## config.mk

```make
export PLATFORM = sky130hd
export DESIGN_NAME = bkpt_xval_bank
export DESIGN_NICKNAME = d
export VERILOG_FILES = /design/src/rtl/bkpt_xval_bank.sv
export SDC_FILE = /design/constraint.sdc
export NUM_CORES = 1
export LEC_CHECK = 0
export ABC_CLOCK_PERIOD_IN_PS = 3410
export BUFFER_PORTS_ARGS = -buffer_cell sky130_fd_sc_hd__buf_2
export CORE_MARGIN = 5
export CORE_UTILIZATION = 51
export DETAILED_ROUTE_END_ITERATION = 8
export GPL_TIMING_DRIVEN = 0
export PLACE_DENSITY = 0.66
export SYNTH_ARGS = -nofsm -noshare
export SYNTH_HDL_FRONTEND = slang
export SYNTH_SLANG_ARGS = --single-unit
```

## constraint.sdc

```tcl
create_clock -name clk -period 3.41 [get_ports clk]
set_input_delay 0 -clock clk [delete_from_list [all_inputs] [get_ports clk]]
set_output_delay 0 -clock clk [all_outputs]
set_load 0.02 [all_outputs]
```

## src/rtl/bkpt_xval_bank.sv

```systemverilog
module bkpt_xval_bank #(
  parameter int NUM_BP = 16,
  parameter int DW     = 32
) (
  input  logic                clk,
  input  logic                cold_rst_n,
  input  logic                warm_rst_n,
  input  logic                wr_en,
  input  logic [3:0]          acc_idx,
  input  logic [DW-1:0]       wr_data,
  input  logic [NUM_BP*4-1:0] bp_type,
  input  logic [3:0]          cfg_bp_last,
  input  logic [NUM_BP-1:0]   cfg_ctx_mask,
  input  logic                cfg_hyp_present,
  input  logic                cfg_vmid16,
  input  logic                cfg_vmid_size,
  input  logic                cfg_hyp_32bit,
  input  logic                cfg_host_ext,
  output logic [DW-1:0]       rd_data,
  output logic                idx_alloc
);
  localparam int IDX_W = 4;
  localparam int VLO   = 8;
  localparam int VHI   = 16;

  logic [DW-1:0] word [NUM_BP];
  logic [3:0]    ty   [NUM_BP];
  logic          in_range;
  logic [DW-1:0] sel_word;
  logic [3:0]    sel_ty;
  logic          vmid_wide;

  assign in_range  = int'(acc_idx) < NUM_BP;
  assign idx_alloc = in_range && (acc_idx <= cfg_bp_last) &&
                     cfg_ctx_mask[acc_idx] && cfg_hyp_present;

  for (genvar i = 0; i < NUM_BP; i++) begin : g_reg
    assign ty[i] = bp_type[i*4 +: 4];
    always_ff @(posedge clk or negedge cold_rst_n) begin
      if (!cold_rst_n)
        word[i] <= '0;
      else if (wr_en && idx_alloc && acc_idx == IDX_W'(i))
        word[i] <= wr_data;
    end
  end

  assign sel_word  = in_range ? word[acc_idx] : '0;
  assign sel_ty    = in_range ? ty[acc_idx]   : 4'b0000;
  assign vmid_wide = cfg_vmid16 && cfg_vmid_size && !cfg_hyp_32bit;

  always_comb begin
    rd_data = '0;
    if (idx_alloc) begin
      unique case (sel_ty[3:2])
        2'b10: begin
          rd_data[VLO-1:0] = sel_word[VLO-1:0];
          if (vmid_wide) rd_data[VHI-1:VLO] = sel_word[VHI-1:VLO];
        end
        2'b11:   if (cfg_host_ext) rd_data = sel_word;
        default: rd_data = '0;
      endcase
    end
  end

  a_r2_unalloc_zero: assert property (@(posedge clk) disable iff (!cold_rst_n)
    !idx_alloc |-> rd_data == '0);

  a_r3_vmid_top_zero: assert property (@(posedge clk) disable iff (!cold_rst_n)
    (sel_ty[3:2] == 2'b10) |-> rd_data[DW-1:VHI] == '0);

  a_r4_narrow_vmid: assert property (@(posedge clk) disable iff (!cold_rst_n)
    ((sel_ty[3:2] == 2'b10) && (!cfg_vmid16 || !cfg_vmid_size || cfg_hyp_32bit))
      |-> rd_data[VHI-1:VLO] == '0);

  a_r5_no_host_zero: assert property (@(posedge clk) disable iff (!cold_rst_n)
    ((sel_ty[3:2] == 2'b11) && !cfg_host_ext) |-> rd_data == '0);

  a_r6_other_type_zero: assert property (@(posedge clk) disable iff (!cold_rst_n)
    !sel_ty[3] |-> rd_data == '0);

  a_r8_warm_keeps: assert property (@(posedge clk) disable iff (!cold_rst_n)
    (!warm_rst_n && !$past(wr_en) && $stable(acc_idx) && $stable(bp_type) &&
     $stable(cfg_bp_last) && $stable(cfg_ctx_mask) && $stable(cfg_hyp_present) &&
     $stable(cfg_vmid16) && $stable(cfg_vmid_size) && $stable(cfg_hyp_32bit) &&
     $stable(cfg_host_ext)) |-> $stable(rd_data));

  a_r9_write_visible: assert property (@(posedge clk) disable iff (!cold_rst_n)
    ($past(wr_en && idx_alloc) && $stable(acc_idx) && idx_alloc &&
     (sel_ty[3:2] == 2'b11) && cfg_host_ext) |-> rd_data == $past(wr_data));
endmodule

```

# == Word-level counts from Yosys, hierarchy flattened ==
# Cells that the tools add are included.
# totals
word_cells,73
out_inout_bits,33
input_bits,129
register_bits,512
memories,0
rom_bits,0
latch_bits,0
ram_bits,0
# classes
order_cmp,3
mul,0
eq_ne,17
reduce_logical,23
div_mod_pow,0
shift,0
muxes,13
bitwise,1
n_addsub,0
# op_table
cell,count
32-bit binary-select mux with 4-bit select,1
32-bit 2-to-1 mux,4
4-bit == test (second input constant),8
16-bit one-hot mux with 2 select lines,1
1-bit logical AND,21
4-bit binary-select mux with 4-bit select,1
4-bit by 3-bit == test with 1-bit output (second input constant),4
16-bit 2-to-1 mux,1
4-bit by 2-bit == test with 1-bit output (second input constant),2
4-bit 2-to-1 mux,2
8-bit 2-to-1 mux,1
5-bit greater-or-equal comparator (second input constant),1
4-bit by 5-bit < comparator with 1-bit output (second input constant),1
4-bit inverter with 5-bit output,1
1-bit binary-select mux with 4-bit select,1
2-bit == test (second input constant),2
4-bit by 1-bit == test with 1-bit output (second input constant),1
4-bit <= comparator,1
4-bit zero test,1
1-bit zero test,1
1-bit 2-to-1 mux,1

# == Logic depth before layout (Yosys ltp) ==
# logic_depth
depth_word,7
ltp_mapped,10

# == Worst setup path before layout ==
# No wires, ideal clock.
# synth_timing
path_type,input port to output port
startpoint,in acc_idx[0]
endpoint,out rd_data[22]
slack_ps,1151
arrival_ps,2259
path_buffers,3
cell_stages,10
required_ps,3410
cell_sequence,buf_4 -> clkinv_1 -> ha_1 -> nand2_1 -> o2111ai_1 -> and4_1 -> buf_1 -> nand2_2 -> buf_2 -> nor3b_1
# synth_between
elab_chain_len,7
word_cells_on_any_way,16
cone_classes,order compare (1); eq/ne (1); mux (11); bitwise (1); reduce/logical (2)
# synth_lines
element,line,text
"start, declared",9,"input logic [3:0] acc_idx,"
4-bit inverter with 5-bit output (implied by the code),"47, 48",
4-bit binary-select mux with 4-bit select or 32-bit binary-select mux with 4-bit select (tied branches),"48, 47",
4-bit 2-to-1 mux (implied by the code) or 32-bit 2-to-1 mux (tied branches) (2 in a row),"48, 47",
2-bit == test or 32-bit 2-to-1 mux (tied branches),"54, 59",
16-bit 2-to-1 mux,54,unique case (sel_ty[3:2])
32-bit 2-to-1 mux *,53,if (idx_alloc) begin
"end, declared",19,"output logic [DW-1:0] rd_data,"
# Every way passes the cells marked *; elsewhere a longest branch is shown, timed or not. The select of a mux whose other input is x is not followed.

# == Worst setup path after layout ==
# layout_timing
startpoint,in acc_idx[0]
endpoint,out rd_data[24]
# Same word-level chain as after synthesis.

==> results.ini <==
[die]
core_area_sq_um = 46600
fp-row-count = 79
ioPinCount = 162
die_y_um = 227
dieArea_sq_um = 51600
initial_utilization_pct = 51.6
fp.dieW_um = 227

[sta]
worst_pin_slew_ns = 1.28
max_freq_mhz = 308
final.setup.tns_ns = 0
final_max_slew_viol_count = 0
hold_viol = 0
min_period_ns = 3.25
maxSlewHeadroom_pct = 14.8
rsz0062_at_grt = no
setup_viol = 0
clock_skew_ns = 0
post-route-period-util_pct = 95.3

[logic_synthesis]
ys_top_cells_by_area = dfrtp_1 53%, mux2_2 23%, mux4_2 16%
synth-edff-count = 0
netlist_area_sq_um = 24000
ys_seq_area_share_pct = 53.3
synth_top_area_share_pct = 53.3
synthArstFlopShare_pct = 100
synth_mux_area_share_pct = 40.3
synth_nets = 1573
synth_xor_area_share_pct = 0
postSynthAreaPerCell_sq_um = 16.7
synthSimpleGateAreaFrac_pct = 2.71
synth_most_common_cell = dfrtp_1
synth_top_family_by_area = multiplexers
synth_common_cells = 512 x dfrtp_1, 484 x mux2_2, 169 x mux4_2
ys_seq_elements = 512
synth_cell_types = 40
yosysWarnings = 0
synth_adder_area_share_pct = 0.208
synthCells = 1440
ys.flop_type = dfrtp_1
synth_compound_area_share_pct = 0.453
yosys.area.top_type = dfrtp_1

[placed_design]
io_buffers = 127
place_area_sq_um = 25600
place_congestion = 0.796
dpl.hpwl_mm = 41.4

[run_status]
outcome = completed

[routing]
ant_nets = 0
dr.pass1.iters = 5
vias = 14000
drt_wl_total_mm = 63.4
drt_iter0_markers = 855
post_drt_via_cell_ratio = 6.07
drc = 0
avgRoutedWirePerCell_um = 27.4

[clock_network]
clkTransAtPathRegs_ns = 0.06
clk_latency_ns = 0.61
h-tree-depth = 2
cts_made_buffers = 55
clock_sinks = 512
clockBufferDepth = 3
cts_tree = built
cts_root_buf = clkbuf_16

[hold_path]
hold_path_class = primary input to asynchronous set/reset pin

[power]
leakage_nw = 13.2
p_int_mw = 11.6
power_frac_clock_pct = 40.3
power_density_nw_per_um2 = 546
p_total_mw = 15.2
p_seq_share_pct = 46.9
pwr-share-comb_pct = 12.8
p_sw_mw = 3.63
switching_share_pct = 23.9
ir_worst_vdd_mv = 0.411

[critical_path]
critPathMaxFanout = 10
endpoint_kind = primary output
worstPathArrival_ns = 3.25
worstSetupStartpointType = primary input
worst_ep_required_time_ns = 3.41
crit_type = primary input to primary output

[global_routing]
grt_pass1_wl_mm = 95.5
grtUsageTotal_pct = 25.1
grt_max_degree = 119
grt_pass1_vias = 14900
grt_antenna_before_repair = 1
gr-total-overflow = 0

[finish]
fillCellCount = 3507
reg_top3 = word: 512 flops
layout-drive-gt1-share_pct = 57.5
syn_to_final_growth_pct = 15.8
finalNetCount = 1795
top_register = word
largest_reg_flops = 512
final_area_sq_um = 27800

[run]
drv_cap = 0

[metrics by stage]
step / util [%] / std cells / setup slack, ns / hold slack, ns
3_5_place_dp: 55.0 / 2179 / -0.173 / -0.0507
3_3_place_gp: 54.6 / 2174 / -7.97 / 0.308
2_1_floorplan: - / 1440 / 1.15 / -0.296
5_1_grt: 59.8 / 2315 / 0.00871 / 0.0444
4_1_cts: 59.8 / 2314 / 0.107 / 0.0174
6_report: 59.8 / 2315 / 0.161 / 0.0293
[path summary, 6_finish.rpt]
path / cells after the start / slack (ns) / end / from
max: 10 / 0.16 / rd_data[24] / acc_idx[0]
min: 3 / 0.03 / word[248] / cold_rst_n
max reg2reg: 1 / 2.62 / word[63] / word[63]
min reg2reg: 1 / 0.48 / word[212] / word[212]
max in group asynchronous: 4 / 2.48 / word[201] / cold_rst_n
min in group clk: 4 / 0.10 / word[480] / cfg_hyp_present
[metal layers]
layer  vias up  wire (um)  global-route usage [%]
met4         0       2000                    8.16
met1      7622      27500                    35.5
met3       103       3930                    5.56
li1       5902          -                       -
met5         -          0                       0
met2       418      29900                    39.2
[layout by cell type (no fill, tap or decap), types with 2 or more instances in the layout]
cell / n
bufinv_16: 4
nor2b_1: 9
dlygate4sd3_1: 33
clkbuf_16: 56
ha_1: 4
nand4_1: 9
mux2i_1: 5
dfrtp_1: 512
nor2_1: 15
nand2b_1: 2
o22ai_1: 2
inv_6: 2
nor3b_1: 18
mux2_2: 484
clkbuf_1: 53
nand2_1: 5
o2111ai_4: 2
buf_6: 4
clkbuf_8: 16
mux2_1: 35
buf_2: 171
nor3_4: 11
clkinv_2: 11
buf_16: 6
nand3_1: 3
nor3_2: 3
buf_4: 36
nand3b_1: 3
inv_1: 4
nor3_1: 2
mux4_2: 169
[repair_timing]
item / in CTS / in global routing
hold buffers: 34 / 0
buffers inserted: 0 / 0
gates resized for setup: 2 / 0
endpoints found under the hold margin: 522 / 0
setup endpoints to repair: 3 / 0
[worst max-delay path, cell delays in order]
cell       delay (ns)
buf_4            0.19
clkinv_1         0.42
ha_1             0.49
nand2_1          0.07
o2111ai_1        0.16
and4_1           0.71
nand2_2          0.38
buf_2            0.33
nor3b_1          0.28
buf_2            0.21
[cell families after synthesis]
logic type	count (synthesis)
muxes	693
adders and majority gates	4
AOI/OAI and AO/OA	11
DFF	512
and+or+nand+nor	87
buffers and inverters	133
[power by group through the flow]
stage / registers, mW / clock network (mW) / logic (mW)
floorplan: 7.12 / 0 / 1.36
global placement: 7.21 / 0 / 1.84
detailed placement: 7.24 / 0 / 1.91
CTS: 7.13 / 6.23 / 1.96
global route: 7.22 / 6.51 / 2.10
finish: 7.14 / 6.13 / 1.94
[layout make-up]
cell class / count / area (sq um) / area share [%]
repair buffers: 166 / 1140 / 4.10
flip-flops and latches: 512 / 12800 / 46.0
clock buffers: 84 / 1670 / 5.99
inverters: 5 / 18.8 / 0.0674
multi-input cells: 795 / 10500 / 37.8
well taps: 607 / 759 / 2.73
plain buffers: 127 / 698 / 2.51
diodes: 1 / 2.50 / 0.00899
clock inverters: 18 / 209 / 0.750
(Power assumes the default switching activity.)
